--- config.mk ---
export PLATFORM = sky130hd
export DESIGN_NAME = cos_arb
export DESIGN_NICKNAME = d
export VERILOG_FILES = /design/src/rtl/cos_arb_pkg.sv /design/src/rtl/cos_id_classify.sv /design/src/rtl/cos_raise_timer.sv /design/src/rtl/cos_rr_pick.sv /design/src/rtl/cos_arb.sv
export SDC_FILE = /design/constraint.sdc
export NUM_CORES = 1
export LEC_CHECK = 0
export ABC_AREA = 1
export CAP_MARGIN = 25
export CORE_UTILIZATION = 40
export CTS_BUF_LIST = sky130_fd_sc_hd__clkbuf_4 sky130_fd_sc_hd__clkbuf_8
export DETAILED_ROUTE_END_ITERATION = 7
export DONT_BUFFER_PORTS = 1
export SLEW_MARGIN = 20
export SYNTH_ARGS = -nofsm -noshare
export SYNTH_HDL_FRONTEND = slang
export SYNTH_SLANG_ARGS = --single-unit
--- constraint.sdc ---
create_clock -name clk -period 7.1 [get_ports clk]
set_input_delay 0.355 -clock clk [delete_from_list [all_inputs] [get_ports clk]]
set_output_delay 0.355 -clock clk [all_outputs]
set_load 0.02 [all_outputs]
--- src/rtl/cos_arb_pkg.sv ---
// Package: shared constants and types for the class-of-service arbiter.
// Assumes 3-bit priority levels with 0 the most urgent.
package cos_arb_pkg;
    localparam int LVL_W      = 3;
    localparam int LVL_LOWEST = 7;
    localparam int TICK_SHIFT = 4;   // escalation unit is 2**4 = 16 cycles
    typedef logic [LVL_W-1:0] lvl_t;
endpackage

--- src/rtl/cos_id_classify.sv ---
// Module: maps one requester's connection ID onto a class and level.
// Searches class 0 before class 1 and the lower slot first; the first match
// decides. An escalated class arbitrates at level 0. No match gives level 7.
// Assumes the configuration is stable while it is used.
module cos_id_classify
    import cos_arb_pkg::*;
#(
    parameter int ID_W      = 8,
    parameter int NUM_CLASS = 2,
    parameter int SLOTS     = 3
) (
    input  logic [ID_W-1:0]                 req_id,
    input  logic [NUM_CLASS*SLOTS-1:0]      cfg_slot_en,
    input  logic [NUM_CLASS*SLOTS*ID_W-1:0] cfg_slot_id,
    input  logic [NUM_CLASS*SLOTS*ID_W-1:0] cfg_slot_mask,
    input  logic [NUM_CLASS*SLOTS*LVL_W-1:0] cfg_slot_lvl,
    input  logic [NUM_CLASS-1:0]            raised,
    output logic [NUM_CLASS-1:0]            cls_hit,
    output lvl_t                            eff_lvl
);
    // First-match search over all slots, then apply class escalation.
    always_comb begin
        logic found;
        found   = 1'b0;
        cls_hit = '0;
        eff_lvl = lvl_t'(LVL_LOWEST);
        for (int c = 0; c < NUM_CLASS; c++) begin
            for (int s = 0; s < SLOTS; s++) begin
                if (!found && cfg_slot_en[c*SLOTS+s] &&
                    (((req_id ^ cfg_slot_id[(c*SLOTS+s)*ID_W +: ID_W]) &
                      ~cfg_slot_mask[(c*SLOTS+s)*ID_W +: ID_W]) == '0)) begin
                    found      = 1'b1;
                    cls_hit[c] = 1'b1;
                    eff_lvl    = cfg_slot_lvl[(c*SLOTS+s)*LVL_W +: LVL_W];
                end
            end
        end
        for (int c = 0; c < NUM_CLASS; c++) begin
            if (cls_hit[c] && raised[c]) eff_lvl = '0;
        end
    end
endmodule

--- src/rtl/cos_raise_timer.sv ---
// Module: escalation timer of one service class.
// Counts cycles with the class waiting and not served, saturating at N*16.
// It restarts after a cycle with nothing pending or with a grant to the
// class. Assumes N = 0 means escalation is off.
module cos_raise_timer
    import cos_arb_pkg::*;
#(
    parameter int RAISE_W = 6
) (
    input  logic               clk,
    input  logic               rst_n,
    input  logic               pending,
    input  logic               granted,
    input  logic [RAISE_W-1:0] raise_n,
    output logic               raised
);
    localparam int CNT_W = RAISE_W + TICK_SHIFT;

    logic [CNT_W-1:0] cnt_q;
    logic [CNT_W-1:0] limit;

    // Threshold in cycles and the escalation flag it yields.
    always_comb begin
        limit  = {raise_n, {TICK_SHIFT{1'b0}}};
        raised = (raise_n != '0) && (cnt_q >= limit);
    end

    // Wait counter: clear on idle or service, count up to the threshold.
    always_ff @(posedge clk) begin
        if (!rst_n) begin
            cnt_q <= '0;
        end else if (!pending || granted) begin
            cnt_q <= '0;
        end else if (cnt_q < limit) begin
            cnt_q <= cnt_q + 1'b1;
        end
    end
endmodule

--- src/rtl/cos_rr_pick.sv ---
// Module: picks the lowest effective level among valid requesters and
// breaks ties round-robin. The pointer moves past each granted index.
// Assumes NUM_REQ >= 2.
module cos_rr_pick
    import cos_arb_pkg::*;
#(
    parameter int NUM_REQ = 4
) (
    input  logic                     clk,
    input  logic                     rst_n,
    input  logic [NUM_REQ-1:0]       valid,
    input  logic [NUM_REQ*LVL_W-1:0] lvl,
    output logic [NUM_REQ-1:0]       grant,
    output lvl_t                     grant_lvl
);
    localparam int PTR_W = (NUM_REQ > 1) ? $clog2(NUM_REQ) : 1;

    logic [PTR_W-1:0] ptr_q;
    logic [PTR_W-1:0] ptr_d;
    lvl_t             best;

    // Best level, then the first candidate at or after the pointer.
    always_comb begin
        logic found;
        int   idx;
        best  = lvl_t'(LVL_LOWEST);
        for (int i = 0; i < NUM_REQ; i++) begin
            if (valid[i] && (lvl[i*LVL_W +: LVL_W] < best)) best = lvl[i*LVL_W +: LVL_W];
        end
        found     = 1'b0;
        grant     = '0;
        grant_lvl = '0;
        ptr_d     = ptr_q;
        for (int off = 0; off < NUM_REQ; off++) begin
            idx = int'(ptr_q) + off;
            if (idx >= NUM_REQ) idx = idx - NUM_REQ;
            if (!found && valid[idx] && (lvl[idx*LVL_W +: LVL_W] == best)) begin
                found      = 1'b1;
                grant[idx] = 1'b1;
                grant_lvl  = best;
                ptr_d      = (idx == NUM_REQ-1) ? '0 : PTR_W'(idx + 1);
            end
        end
    end

    // Round-robin pointer register.
    always_ff @(posedge clk) begin
        if (!rst_n) ptr_q <= '0;
        else        ptr_q <= ptr_d;
    end
endmodule

--- src/rtl/cos_arb.sv ---
// Module: top of the class-of-service priority escalation arbiter.
// Classifies every requester, runs one escalation timer per class and
// grants one requester per cycle. The grant is combinational.
// Assumes the configuration inputs change only while idle.
module cos_arb
    import cos_arb_pkg::*;
#(
    parameter int NUM_REQ   = 4,
    parameter int ID_W      = 8,
    parameter int NUM_CLASS = 2,
    parameter int SLOTS     = 3,
    parameter int RAISE_W   = 6
) (
    input  logic                           clk,
    input  logic                           rst_n,
    input  logic [NUM_REQ-1:0]             req_valid,
    input  logic [NUM_REQ*ID_W-1:0]        req_id,
    input  logic [NUM_CLASS*SLOTS-1:0]     cfg_slot_en,
    input  logic [NUM_CLASS*SLOTS*ID_W-1:0] cfg_slot_id,
    input  logic [NUM_CLASS*SLOTS*ID_W-1:0] cfg_slot_mask,
    input  logic [NUM_CLASS*SLOTS*3-1:0]   cfg_slot_lvl,
    input  logic [NUM_CLASS*RAISE_W-1:0]   cfg_raise_n,
    output logic [NUM_REQ-1:0]             grant,
    output logic [2:0]                     grant_lvl,
    output logic [NUM_CLASS-1:0]           raise_active
);
    logic [NUM_CLASS-1:0]     hit [NUM_REQ];
    logic [NUM_REQ*LVL_W-1:0] req_lvl;
    logic [NUM_CLASS-1:0]     cls_pending;
    logic [NUM_CLASS-1:0]     cls_granted;
    lvl_t                     pick_lvl;

    // One classifier per requester.
    for (genvar i = 0; i < NUM_REQ; i++) begin : g_cls
        cos_id_classify #(
            .ID_W(ID_W), .NUM_CLASS(NUM_CLASS), .SLOTS(SLOTS)
        ) u_classify (
            .req_id        (req_id[i*ID_W +: ID_W]),
            .cfg_slot_en   (cfg_slot_en),
            .cfg_slot_id   (cfg_slot_id),
            .cfg_slot_mask (cfg_slot_mask),
            .cfg_slot_lvl  (cfg_slot_lvl),
            .raised        (raise_active),
            .cls_hit       (hit[i]),
            .eff_lvl       (req_lvl[i*LVL_W +: LVL_W])
        );
    end

    // Per-class pending and served flags.
    always_comb begin
        cls_pending = '0;
        cls_granted = '0;
        for (int i = 0; i < NUM_REQ; i++) begin
            if (req_valid[i]) cls_pending = cls_pending | hit[i];
            if (grant[i])     cls_granted = cls_granted | hit[i];
        end
    end

    // One escalation timer per class.
    for (genvar c = 0; c < NUM_CLASS; c++) begin : g_tmr
        cos_raise_timer #(.RAISE_W(RAISE_W)) u_timer (
            .clk     (clk),
            .rst_n   (rst_n),
            .pending (cls_pending[c]),
            .granted (cls_granted[c]),
            .raise_n (cfg_raise_n[c*RAISE_W +: RAISE_W]),
            .raised  (raise_active[c])
        );
    end

    cos_rr_pick #(.NUM_REQ(NUM_REQ)) u_pick (
        .clk       (clk),
        .rst_n     (rst_n),
        .valid     (req_valid),
        .lvl       (req_lvl),
        .grant     (grant),
        .grant_lvl (pick_lvl)
    );

    // Drive the level output from the picker.
    always_comb grant_lvl = pick_lvl;
endmodule

== After elaboration in Yosys (flattened, before gate mapping) ==
Cells that the tools add are included.

* Register bits after elaboration: 22
* Latch bits: 0
* RAM bits: 0
* ROM bits: 0
* Input bits: 170
* Output and inout port bits: 9
* Word-level logic and storage cells: 360
* Memories kept: 0

* Add/sub/neg operators: 13
* Multiply operators: 4
* Divide/modulo/power cells: 0
* Order comparisons: 20
* Equal/unequal tests: 8
* Shifts and indexed selects: 4
* Mux-type cells: 119
* Bitwise logic cells: 64
* Reductions and logical operators: 125

{| class="wikitable"
|+ Operators by type and width
! kind !! number
|-
| 8-bit AND || 24
|-
| 8-bit zero test || 24
|-
| 8-bit bitwise XOR || 24
|-
| 32-bit by 3-bit equality test with 1-bit output, second input constant || 4
|-
| 32-bit by 1-bit >= comparator with 1-bit output, second input constant || 4
|-
| 32-bit by 4-bit less-than comparator with 1-bit output, second input constant || 4
|-
| 32-bit by 3-bit multiplier with 32-bit output, second input constant || 4
|-
| 32-bit two-way mux || 4
|-
| 12-bit by 32-bit variable part select with 3-bit output || 4
|-
| 3-bit two-way mux || 40
|-
| 32-bit by 4-bit >= comparator with 1-bit output, second input constant || 3
|-
| 32-bit by 4-bit subtractor with 32-bit output, second input constant || 3
|-
| 1-bit logical AND || 69
|-
| 8-bit inverter || 6
|-
| 1-bit two-way mux || 47
|-
| 2-bit two-way mux || 16
|-
| 1-bit zero test || 25
|-
| 10-bit by 1-bit adder with 10-bit output, second input constant || 2
|-
| 10-bit >= comparator || 2
|-
| 10-bit less-than comparator || 2
|-
| 4-bit two-way mux || 4
|-
| 3-bit equality test || 4
|-
| 2-bit bitwise OR || 6
|-
| 4-bit bitwise OR || 3
|-
| 14 further kinds || 29
|}

== Longest topological paths before layout ==
Gate-level depths: netlist (run 1).

* Word-level depth: 63
* Depth in mapped cells: 48

== Hierarchy ==
From an unflattened synthesis (run 1), not the netlist that was laid out.

* Cells, all modules: 1742
* Area total of the unflattened synthesis: 9137.5 um2

{| class="wikitable"
|+ By module, submodules not included
! module !! instances !! cells each !! area each (um2) !! sequential area each (um2)
|-
| cos_id_classify || 4 || 261 || 1308.8 || 0.0
|-
| cos_rr_pick || 1 || 426 || 2228.4 || 40.0
|-
| cos_raise_timer || 2 || 118 || 769.5 || 200.2
|-
| cos_arb || 1 || 36 || 135.1 || 0.0
|}

== Worst setup path before layout (run 1) ==
Ideal clock, no wire load.

* Path kind: input-to-output
* Start: input port cfg_raise_n[5]
* End: output port grant_lvl[0]
* Arrival time: 5.881 ns
* Data required time: 6.745 ns
* Path slack: 0.864 ns
* Cell stages on the path: 33
* Path buffers: 1
* Cells stage by stage: inv_1 -> ha_1 -> nand2_1 -> nor2_1 -> o21ai_0 -> and3_1 -> buf_2 -> o21ai_0 -> o21ai_0 -> inv_2 -> nand2_1 -> a21boi_1 -> nand2_1 -> inv_1 -> ha_1 -> a211oi_1 -> nand2_2 -> o21ai_0 -> ha_1 -> a211oi_1 -> nand2_4 -> o21ai_1 -> ha_1 -> a211oi_1 -> nand3_1 -> nand2_1 -> nand2_2 -> nand2_4 -> nor2_8 -> nand2_4 -> nand2_2 -> nor3_1 -> nor2_1

* Longest elaborated chain between the ends: 32

{| class="wikitable"
|+ RTL lines
! item !! line !! RTL
|-
| from (decl) || cos_arb.sv:22 || <nowiki>input logic [NUM_CLASS*RAISE_W-1:0] cfg_raise_n,</nowiki>
|-
| 10-bit >= comparator or 6-bit nonzero test (tied branches) || cos_raise_timer.sv:25 || <nowiki>raised = (raise_n != '0) && (cnt_q >= limit);</nowiki>
|-
| 1-bit logical AND * || cos_raise_timer.sv:25 ||
|-
| named net g_tmr[0].u_timer.raised || cos_raise_timer.sv:15 || <nowiki>output logic raised</nowiki>
|-
| 1-bit logical AND || cos_id_classify.sv:39 || <nowiki>if (cls_hit[c] && raised[c]) eff_lvl = '0;</nowiki>
|-
| 3-bit two-way mux (2 in a row) || cos_id_classify.sv:39 ||
|-
| 3-bit less-than comparator || cos_rr_pick.sv:28 || <nowiki>if (valid[i] && (lvl[i*LVL_W +: LVL_W] < best)) best = lvl[i*LVL_W +: LVL_W];</nowiki>
|-
| 1-bit logical AND || cos_rr_pick.sv:28 ||
|-
| 3-bit two-way mux || cos_rr_pick.sv:28 ||
|-
| [13 not listed] || n/a ||
|-
| 1-bit logical AND (2 in a row) || cos_rr_pick.sv:37 || <nowiki>if (!found && valid[idx] && (lvl[idx*LVL_W +: LVL_W] == best)) begin</nowiki>
|-
| 1-bit two-way mux || cos_rr_pick.sv:37 ||
|-
| 1-bit zero test || cos_rr_pick.sv:37 ||
|-
| 1-bit logical AND (2 in a row) || cos_rr_pick.sv:37 ||
|-
| 1-bit two-way mux || cos_rr_pick.sv:37 ||
|-
| 1-bit zero test || cos_rr_pick.sv:37 ||
|-
| 1-bit logical AND (2 in a row) || cos_rr_pick.sv:37 ||
|-
| 3-bit two-way mux * || cos_rr_pick.sv:37 ||
|-
| to (decl) || cos_arb.sv:24 || <nowiki>output logic [2:0] grant_lvl,</nowiki>
|}

The timed path passes the listed nets; every way through them passes the cells marked *.

== Final worst setup path (run 1) ==
* Start: register g_tmr[0].u_timer.cnt_q[9]
* End: output port grant_lvl[1]

* Longest elaborated chain between the ends: 32

{| class="wikitable"
|+ RTL lines
! item !! line !! RTL
|-
| from (decl) || cos_raise_timer.sv:19 || <nowiki>logic [CNT_W-1:0] cnt_q;</nowiki>
|-
| from (signal assigned) || cos_raise_timer.sv:35 || <nowiki>cnt_q <= cnt_q + 1'b1;</nowiki>
|-
| 10-bit >= comparator * || cos_raise_timer.sv:25 ||
|-
| 1-bit logical AND * || cos_raise_timer.sv:25 ||
|-
| named net raise_active[0] || cos_arb.sv:25 || <nowiki>output logic [NUM_CLASS-1:0] raise_active</nowiki>
|-
| 1-bit logical AND || cos_id_classify.sv:39 ||
|-
| 3-bit two-way mux (2 in a row) || cos_id_classify.sv:39 ||
|-
| 3-bit less-than comparator || cos_rr_pick.sv:28 ||
|-
| 1-bit logical AND || cos_rr_pick.sv:28 ||
|-
| 3-bit two-way mux || cos_rr_pick.sv:28 ||
|-
| [13 not listed] || n/a ||
|-
| 1-bit logical AND (2 in a row) || cos_rr_pick.sv:37 ||
|-
| 1-bit two-way mux || cos_rr_pick.sv:37 ||
|-
| 1-bit zero test || cos_rr_pick.sv:37 ||
|-
| 1-bit logical AND (2 in a row) || cos_rr_pick.sv:37 ||
|-
| 1-bit two-way mux || cos_rr_pick.sv:37 ||
|-
| 1-bit zero test || cos_rr_pick.sv:37 ||
|-
| 1-bit logical AND (2 in a row) || cos_rr_pick.sv:37 ||
|-
| 3-bit two-way mux * || cos_rr_pick.sv:37 ||
|}

Marks and branches as above.

==> flow_summary_export.csv, run 1 <==
group,metric,value,unit
outcome,outcome,"completed",
synth,avgSynthCellArea,5.24,sq um
clock_tree,cts_tree,"built",
route,ant_nets,0,
synth,synth_area_leaders,"nand2_1 (16%), o21ai_0 (9.7%), nand3_1 (9.4%)",
clock_tree,clkTransAtPathRegs,0.07,ns
sta,max_slew_margin,36.4,%
route,drtPass1Iterations,5,
worst_setup_path,crit_required,6.74,ns
synth,synth_nets,1726,
worst_setup_path,reg2reg_to,"g_tmr[0].u_timer.cnt_q[9]",
worst_setup_path,end_kind,"primary output",
job,drv_cap,0,
floorplan,die_w,143,um
power_and_ir_drop,p_sw,0.00102,W
clock_tree,clock_sinks,22,
sta,tns,0,ns
synth,yosysWarningCount,0,
synth,synth-seq-cells,22,
synth,synth_area_leader_cell,"nand2_1",
global_route,grt_max_degree,32,
sta,clock_skew,0.00234,ns
cells_and_area,mostFrequentLayoutCell,"nand2_1",
cells_and_area,utilization,42.0,%
synth,synth_cells,1524,
floorplan,io_pins,179,
global_route,antenna_found_initial,0,
worst_setup_path,max_stage_delay,0.34,ns
clock_tree,root_buffer,"clkbuf_8",
floorplan,start_util,40.9,%
cells_and_area,layout-drive-gt1-share,9.84,%
global_route,grt_pass1_wl,43600,um
synth,synth.top_cell.area_share,15.6,%
cells_and_area,layout_common_cells,"nand2_1 (333), inv_1 (186), nor2_1 (161)",
power_and_ir_drop,p_int,0.000610,W
placed_design,globalplace.congestion,0.955,
sta,max_clock_freq,155,MHz
floorplan,rows,51,
power_and_ir_drop,p_leak,3.96,nW
worst_hold_path,hold_end,"u_pick.ptr_q[0]",
sta,finalSetupViolCount,0,
route,drc,0,
worst_hold_path,hold_depth,2,
worst_setup_path,slowest_stage,"dfxtp_1",
cells_and_area,final_nets,1687,
global_route,overflow,0,
route,via_count,9708,
worst_setup_path,r2r_cells,32,
sta,rsz0062_at_grt,"no",
worst_setup_path,rr_startpoint,"g_tmr[0].u_timer.cnt_q[9]",
worst_hold_path,min_from,"rst_n",
clock_tree,clockBufferDepth,2,
clock_tree,htreeDepth,1,
worst_hold_path,holdCritPathClass,"input pin to register",
floorplan,core-area,19500,sq um
cells_and_area,areaGrowthSynthToFinish,2.61,%
synth,yosysSeqAreaShare,5.51,%
cells_and_area,antennaDiodeCount,0,
route,drt_iter0_drc,999,
synth,synth_edf_count,0,
synth,syn-cell-area,7990,sq um
synth,ys_types,51,
worst_setup_path,ff2ff_setup_slack,0.83,ns
worst_setup_path,path_common_cell,"nand2_1",
power_and_ir_drop,swShare,62.6,%
sta,layout_min_cycle_time,6.47,ns
worst_setup_path,critical_path_class,"register to primary output",
worst_setup_path,startpoint_type,"register",
power_and_ir_drop,power_frac_comb,87.1,%
route,avgRoutedWirePerCell,16.3,um
sta,worst_pin_slew,0.945,ns
clock_tree,cts_resized,0,
power_and_ir_drop,power_frac_clock,4.6,%
power_and_ir_drop,powerDensity,198,nW/um^2
worst_setup_path,worst-path-max-fanout,7,
global_route,first_global_vias,8316,
route,drt-total-wl,28600,um
power_and_ir_drop,peakVddDrop,0.124,mV
sta,holdWs,0.229,ns
synth,async_reset_ff_share,0,%
sta,hold_violations,0,
clock_tree,postCtsHoldBufs,0,
power_and_ir_drop,pwr-share-seq,8.3,%
placed_design,post-dp-hpwl,24000,um
clock_tree,insertion_delay,0.26,ns
floorplan,die_h,143,um
global_route,grt_usage,27.1,%
worst_setup_path,worstPathArrival,6.11,ns
placed_design,place.port_buffers,0,
floorplan,die-area,20600,sq um
clock_tree,cts_made_buffers,3,
synth,synth_ff_type,"dfxtp_1",
clock_tree,cts_setup_buffers,0,
sta,post-route-period-util,91.1,%
route,via_per_inst,5.55,
sta,drv_slew,0,
==> routing by layer <==
metal | vias to the layer above | track usage (%) | wire length (um)
met5 | - | 0 | 0
met4 | 0 | 7.00 | 799
met3 | 52 | 4.90 | 3370
met2 | 455 | 42.5 | 11900
met1 | 4222 | 38.0 | 12500
li1 | 4979 | - | -
==> state kept, by name (all words and copies together) (netlist names) <==
signal / count
g_tmr.u_timer.cnt_q: 20
u_pick.ptr_q: 2
==> worst max-delay path, delay by kind of cell, from the launching register on <==
family,cells,cell delay (ns)
buffers and inverters,3,0.46
AO/OA/AOI/OAI,10,2.02
AND/OR/NAND/NOR,13,1.81
adder cells (fa/ha/maj),4,1.21
flip-flops,1,0.34
==> how the worst max path moves through the flow <==
stage / endpoint / slack (ns) / from / cells past startpoint
2_1_floorplan: grant_lvl[0] / 0.86 / cfg_raise_n[5] / 33
3_3_place_gp: grant_lvl[2] / 0.61 / cfg_raise_n[7] / 29
3_5_place_dp: grant_lvl[1] / 0.43 / cfg_raise_n[7] / 29
4_1_cts: grant_lvl[1] / 0.15 / g_tmr[1].u_timer.cnt_q[5] / 28
5_1_grt: grant[3] / 0.06 / g_tmr[0].u_timer.cnt_q[9] / 33
6_report: grant_lvl[1] / 0.63 / g_tmr[0].u_timer.cnt_q[9] / 30
==> logic make-up after synthesis <==
kind of cell	Yosys count	synth area share [%]
simple gates	807	48.5
compound gates	367	24.6
buf+inv	268	13.4
fa+ha+maj	32	5.01
xor+xnor	27	2.96
flops	22	5.51
other cells	1	0.0469
==> Yosys cell counts, drive strengths merged, types with 17 or more instances <==
master    n
a21oi   149
buf      34
clkbuf   17
dfxtp    22
ha       32
inv     213
nand2   369
nand3   161
nand4    33
nor2    185
nor3     37
o21ai   172
==> area by class of cell <==
| type | instances | area (sq um) |
|---|---|---|
| inverters | 217 | 815 |
| flip-flops and latches | 22 | 440 |
| multi-input cells | 1234 | 6520 |
| clock buffers | 3 | 41.3 |
| well taps | 265 | 332 |
| fillers | 2208 | 11300 |
| repair buffers | 7 | 52.6 |
==> per-stage QoR <==
step | std cells | setup WS, ns | power (W) | cell area [sq um]
6_report | 1748 | 0.631 | 0.00163 | 8200
5_1_grt | 1748 | 0.0563 | 0.00179 | 8200
4_1_cts | 1748 | 0.146 | 0.00159 | 8170
3_5_place_dp | 1745 | 0.434 | 0.00151 | 8120
3_3_place_gp | 1745 | 0.613 | 0.00150 | 8120
2_1_floorplan | 1524 | 0.864 | 0.00123 | 7990
==> power by group through the flow <==
stage | registers, W | clock network (W) | logic, W
final | 0.000136 | 0.0000746 | 0.00142
after detailed placement | 0.000138 | 0 | 0.00137
after floorplan | 0.000138 | 0 | 0.00109
after global placement | 0.000139 | 0 | 0.00137
after global routing | 0.000137 | 0.0000814 | 0.00157
after CTS | 0.000135 | 0.0000761 | 0.00138
Power figures use the tool's default switching activity.
==> run 2, diff against run 1 <==
--- a/config.mk
+++ b/config.mk
@@ -8,7 +8,6 @@
 export ABC_AREA = 1
 export CAP_MARGIN = 25
 export CORE_UTILIZATION = 40
-export CTS_BUF_LIST = sky130_fd_sc_hd__clkbuf_4 sky130_fd_sc_hd__clkbuf_8
 export DETAILED_ROUTE_END_ITERATION = 7
 export DONT_BUFFER_PORTS = 1
 export SLEW_MARGIN = 20
==> run 2 against run 1 <==
First-iteration DRC count decreased by 6.8%. Global-route usage about the same. Critical endpoint unchanged. Sequential power about the same. Cell count unchanged. Flip-flop and latch count unchanged. Highest routed layer unchanged. Clock skew about the same. Combinational power about the same. Via count decreased by 0.32%. Worst hold slack improved by 0.014 ns. Worst setup slack got worse by 0.058 ns. Largest power group unchanged.
==> flow_summary_export.csv, run 2 (synthesis results as in run 1) <==
group,metric,value,unit
cells_and_area,top_register,"g_tmr.u_timer.cnt_q",
floorplan,core-area,19500,sq um
route,drc,0,
floorplan,start_util,40.9,%
sta,finalSetupViolCount,0,
placed_design,globalplace.congestion,0.955,
sta,holdWs,0.243,ns
clock_tree,postCtsHoldBufs,0,
power_and_ir_drop,power_frac_clock,6.8,%
sta,worst_pin_slew,0.943,ns
placed_design,post-dp-hpwl,24000,um
floorplan,rows,51,
worst_setup_path,max_stage_delay,0.35,ns
cells_and_area,antennaDiodeCount,0,
sta,post-route-period-util,91.9,%
route,via_per_inst,5.54,
floorplan,die-area,20600,sq um
route,drt_iter0_drc,931,
placed_design,placed_area,8120,sq um
route,ant_nets,0,
floorplan,die_h,143,um
worst_setup_path,critical_path_class,"register to primary output",
floorplan,io_pins,179,
worst_setup_path,startpoint_type,"register",
clock_tree,insertion_delay,0.25,ns
cells_and_area,num-fill-cells,2202,
cells_and_area,top_regs,"g_tmr.u_timer.cnt_q x20, u_pick.ptr_q x2",
global_route,grt_pass1_wl,43700,um
clock_tree,root_buffer,"clkbuf_16",
route,avgRoutedWirePerCell,16.3,um
job,drv_cap,0,
global_route,antenna_found_initial,0,
power_and_ir_drop,power,0.00167,W
cells_and_area,areaGrowthSynthToFinish,3.04,%
sta,hold_violations,0,
power_and_ir_drop,p_sw,0.00102,W
worst_setup_path,crit_required,6.74,ns
power_and_ir_drop,power_frac_comb,85.1,%
cells_and_area,layout-drive-gt1-share,9.84,%
route,via_count,9677,
sta,drv_slew,0,
cells_and_area,mostFrequentLayoutCell,"nand2_1",
cells_and_area,largest_reg_flops,20,
worst_setup_path,worst-path-max-fanout,7,
global_route,first_global_vias,8319,
cells_and_area,finalInstanceArea,8240,sq um
sta,max_clock_freq,153,MHz
placed_design,place.port_buffers,0,
outcome,outcome,"completed",
worst_setup_path,end_kind,"primary output",
power_and_ir_drop,peakVddDrop,0.125,mV
worst_setup_path,slowest_stage,"nor3_2",
power_and_ir_drop,pwr-share-seq,8.2,%
clock_tree,cts_tree,"built",
route,drt-total-wl,28500,um
power_and_ir_drop,swShare,61.2,%
worst_setup_path,worstPathArrival,6.17,ns
sta,max_slew_margin,36.6,%
clock_tree,clockBufferDepth,2,
power_and_ir_drop,p_int,0.000646,W
floorplan,die_w,143,um
cells_and_area,final_nets,1687,
power_and_ir_drop,p_leak,3.98,nW
sta,clock_skew,0.00221,ns
route,drtPass1Iterations,6,
global_route,overflow,0,
power_and_ir_drop,powerDensity,202,nW/um^2
worst_hold_path,holdCritPathClass,"input pin to register",
sta,layout_min_cycle_time,6.53,ns
clock_tree,htreeDepth,1,
clock_tree,clkTransAtPathRegs,0.05,ns
global_route,grt_max_degree,32,
global_route,grt_usage,27.1,%
clock_tree,cts_made_buffers,3,
clock_tree,clock_sinks,22,
cells_and_area,layout_common_cells,"nand2_1 (333), inv_1 (186), nor2_1 (161)",
-- run 2: cell counts in the layout (fill, tap and decap cells not counted) --
Identical to the previous run, type by type.
-- run 2: layout make-up --
cell class / instances / area, sq um / share of cell area (%)
multi-input cells: 1234 / 6520 / 79.2
inverters: 217 / 815 / 9.89
flip-flops and latches: 22 / 440 / 5.35
well taps: 265 / 332 / 4.03
clock buffers: 3 / 75.1 / 0.912
repair buffers: 7 / 52.6 / 0.638
-- run 2: worst paths after layout --
kind         slack, ns  depth (start not counted)                         to                 startpoint
min reg2reg       0.61                          3  g_tmr[0].u_timer.cnt_q[8]  g_tmr[0].u_timer.cnt_q[8]
min               0.24                          2            u_pick.ptr_q[0]                      rst_n
max               0.57                         30               grant_lvl[1]  g_tmr[0].u_timer.cnt_q[9]
max reg2reg       0.77                         32  g_tmr[0].u_timer.cnt_q[9]  g_tmr[0].u_timer.cnt_q[9]
-- run 2: worst max-delay path: cells and delay by family, from the launching register on --
family	cells	cell delay, ns
simple gates	13	1.83
compound gates	10	2.07
buf+inv	3	0.45
fa+ha+maj	4	1.22
flops	1	0.33
-- run 2: timing repair --
action	CTS	global route
endpoints found under the setup margin	0	29
resized for setup	0	10
setup buffers	0	0
-- run 2: metal layers --
metal / track usage (%) / vias to the layer above / part of all wire, %
met2: 43.1 / 397 / 42
li1: - / 4975 / -
met5: 0 / - / 0
met1: 37.7 / 4264 / 45
met4: 5.77 / 0 / 2.3
met3: 5.23 / 41 / 11
-- run 2: per-stage QoR --
step / TNS [ns] / utilization (%) / std cells / worst slack (ns)
2_1_floorplan: 0 / - / 1524 / 0.864
3_3_place_gp: 0 / 41.6 / 1745 / 0.613
3_5_place_dp: 0 / 41.6 / 1745 / 0.434
4_1_cts: 0 / 42.0 / 1748 / 0.163
5_1_grt: -0.0195 / 42.2 / 1748 / -0.0147
6_report: 0 / 42.2 / 1748 / 0.574
-- run 2: power groups by stage --
stage                     logic, W  clock network [W]  registers (W)
after floorplan            0.00109                  0       0.000138
after global placement     0.00137                  0       0.000139
after detailed placement   0.00137                  0       0.000138
after CTS                  0.00138           0.000115       0.000136
after global routing       0.00157           0.000120       0.000137
final                      0.00142           0.000113       0.000136
==> run 3, diff against run 2 <==
--- a/config.mk
+++ b/config.mk
@@ -5,7 +5,7 @@
 export SDC_FILE = /design/constraint.sdc
 export NUM_CORES = 1
 export LEC_CHECK = 0
-export ABC_AREA = 1
+export ABC_AREA = 0
 export CAP_MARGIN = 25
 export CORE_UTILIZATION = 40
 export DETAILED_ROUTE_END_ITERATION = 7
==> constraint.sdc (replaced) <==
create_clock -name clk -period 7.1 [get_ports clk]
set_input_delay 0.355 -clock clk [delete_from_list [all_inputs] [get_ports clk]]
set_output_delay 0.355 -clock clk [all_outputs]
set_load 0.1 [all_outputs]
==> run 3 against run 2 <==
The flow now finishes with violations (setup timing). Flip-flop and latch count did not move. Clock skew rose by 0.00053 ns. Synthesized cell count fell by 28%. Cell count fell by 19%. Clock power rose by 15%. Register-to-register slack got worse by 0.85 ns. Global-route usage rose by 4.3 points. Core utilization rose by 7.5 points. Sequential share of layout area fell by 0.78 points. Sequential power barely moved. Clock-buffer cell count rose by 1. Largest power group unchanged. Highest routed layer unchanged.
==> flow_summary_export.csv, run 3 <==
group,metric,value,unit
outcome,outcome,"finished with violations",
outcome,violations,"setup timing",
route,drt_iter0_drc,734,
sta,tns,-2.41,ns
synth,yosysMostFrequentCell,"xnor2_1",
worst_hold_path,holdCritPathClass,"input pin to register",
worst_setup_path,slowest_stage,"or4b_4",
clock_tree,clkTransAtPathRegs,0.06,ns
global_route,grt_pass1_wl,49300,um
route,via_count,8822,
synth,synth_ff_type,"dfxtp_1",
floorplan,die_h,143,um
cells_and_area,top_register,"g_tmr.u_timer.cnt_q",
sta,clock_skew,0.00274,ns
cells_and_area,mostFrequentLayoutCell,"xnor2_1",
worst_setup_path,end_kind,"primary output",
sta,max_slew_margin,27.6,%
worst_setup_path,path_common_cell,"buf_4",
sta,hold_violations,0,
clock_tree,root_buffer,"clkbuf_16",
floorplan,core-area,19500,sq um
route,via_per_inst,6.21,
worst_setup_path,worstPathArrival,7.05,ns
global_route,overflow,0,
floorplan,die_w,143,um
job,drv_cap,0,
worst_setup_path,startpoint_type,"input pin",
placed_design,globalplace.congestion,1.02,
sta,post-route-period-util,104,%
cells_and_area,areaGrowthSynthToFinish,21.7,%
worst_setup_path,worst-path-max-fanout,6,
cells_and_area,layout_common_cells,"xnor2_1 (173), buf_4 (139), nor2_1 (83)",
global_route,grt_usage,31.4,%
route,drc,0,
clock_tree,cts_made_buffers,3,
route,avgRoutedWirePerCell,22.8,um
clock_tree,clockBufferDepth,2,
cells_and_area,antennaDiodeCount,0,
synth,syn-cell-area,7940,sq um
synth,avgSynthCellArea,7.25,sq um
synth,synth_nets,1297,
clock_tree,postCtsHoldBufs,0,
clock_tree,htreeDepth,1,
floorplan,start_util,40.8,%
global_route,grt_max_degree,48,
global_route,first_global_vias,8901,
sta,layout_min_cycle_time,7.40,ns
power_and_ir_drop,powerDensity,293,nW/um^2
cells_and_area,final_nets,1359,
route,drt-total-wl,32400,um
clock_tree,cts_tree,"built",
route,drtPass1Iterations,5,
clock_tree,insertion_delay,0.25,ns
synth,synth-seq-cells,22,
synth,synth.top_cell.area_share,19.3,%
floorplan,die-area,20400,sq um
sta,max_clock_freq,135,MHz
synth,synth_cells,1095,
cells_and_area,multiInputGateArea,7340,sq um
route,ant_nets,0,
sta,worst_pin_slew,1.08,ns
synth,synth_area_leader_cell,"xnor2_1",
floorplan,io_pins,179,
sta,rsz0062_at_grt,"yes",
synth,yosysWarningCount,0,
cells_and_area,layout-drive-gt1-share,25.0,%
global_route,antenna_found_initial,0,
clock_tree,clock_sinks,22,
sta,finalSetupViolCount,26,
sta,holdWs,0.235,ns
placed_design,post-place-ws,-0.477,ns
placed_design,place.port_buffers,0,
synth,synthTopCellsByCount,"xnor2_1 (175), nor2_1 (89), nand2_1 (69), o22ai_1 (54), inv_1 (53)",
power_and_ir_drop,p_leak,3.60,nW
worst_setup_path,crit_required,6.74,ns
cells_and_area,utilization,49.7,%
synth,yosysSeqAreaShare,5.54,%
synth,ys_types,100,
synth,async_reset_ff_share,0,%
cells_and_area,largest_reg_flops,20,
synth,synth_edf_count,0,
worst_setup_path,max_stage_delay,0.60,ns
worst_setup_path,critical_path_class,"input pin to primary output",
cells_and_area,num-fill-cells,1911,
sta,drv_slew,0,
power_and_ir_drop,peakVddDrop,0.271,mV
placed_design,post-dp-hpwl,26100,um
cells_and_area,top_regs,"g_tmr.u_timer.cnt_q x20, u_pick.ptr_q x2",
synth,synth_area_leaders,"xnor2_1 (19%), dfxtp_1 (5.5%), xor2_1 (5.3%)",
cells_and_area,register_area,442,sq um
floorplan,rows,51,
sta,setup_ws,-0.301,ns
run 3: changes by cell type after synthesis, sizes merged, moves of 14 or more:
cell / delta
a21oi: -121
a31oi: +14
clkbuf: +34
inv: -160
nand2: -300
nand3: -135
nand4: -20
nor2: -95
o21ai: -135
o22ai: +49
xnor2: +163
xor2: +33
run 3: worst max-delay path: cells and delay by family:
kind | cells | cell delay [ns]
AND/OR/NAND/NOR | 7 | 1.56
multiplexers | 2 | 0.62
XOR/XNOR | 2 | 0.35
AO/OA/AOI/OAI | 10 | 2.20
buffers and inverters | 12 | 1.59
adder cells (fa/ha/maj) | 2 | 0.38
run 3: power by group:
group	switching [W]	leakage, nW	total, W	internal (W)
logic	0.00147	3.38	0.00256	0.00109
registers	0.00000764	0.178	0.000138	0.000130
clock network	0.0000441	0.0442	0.000130	0.0000860
total	0.00153	3.60	0.00283	0.00130
run 3: layer usage:
metal | track usage, % | wire length [um]
met3 | 6.64 | 3090
met1 | 35.8 | 12100
met5 | 0 | 0
met4 | 16.1 | 1710
met2 | 55.0 | 15400
run 3: cells by family after synthesis:
kind of cell,Yosys count,share of synthesized area (%)
mux,27,4.24
other cells,1,0.0472
buf+inv,151,8.21
flops,22,5.54
xor+xnor,223,24.6
fa+ha+maj,32,5.04
simple gates,337,22.5
compound gates,302,29.9
run 3: stage by stage:
stage / total power [W] / instance area (sq um) / instances
floorplan: 0.00175 / 8030 / 1095
global placement: 0.00248 / 8970 / 1390
detailed placement: 0.00248 / 8970 / 1390
CTS: 0.00274 / 9420 / 1413
global route: 0.00299 / 9670 / 1421
finish: 0.00283 / 9670 / 1421
run 3: path summary, 6_finish.rpt:
check / start / endpoint / cells after the start / slack, ns
worst min-delay path: rst_n / u_pick.ptr_q[0] / 1 / 0.24
worst max-delay path: cfg_slot_id[22] / grant[3] / 35 / -0.30
worst max register to register: g_tmr[0].u_timer.cnt_q[4] / g_tmr[1].u_timer.cnt_q[4] / 34 / -0.08
worst min register to register: g_tmr[0].u_timer.cnt_q[1] / g_tmr[0].u_timer.cnt_q[1] / 2 / 0.57
run 3: final cells by class:
cell class	instances	area share, %
Timing Repair Buffer	152	13.0
Tap cell	265	3.43
Sequential cell	22	4.57
Clock buffer	4	0.919
Multi-Input combinational cell	925	75.9
Inverter	53	2.10
run 3: repair_timing:
item                                    in CTS  in global routing
gates resized for setup                     43                 37
cloned                                       2                  1
setup buffers                               18                  7
pin swaps                                   19                 13
endpoints found under the setup margin      27                 29
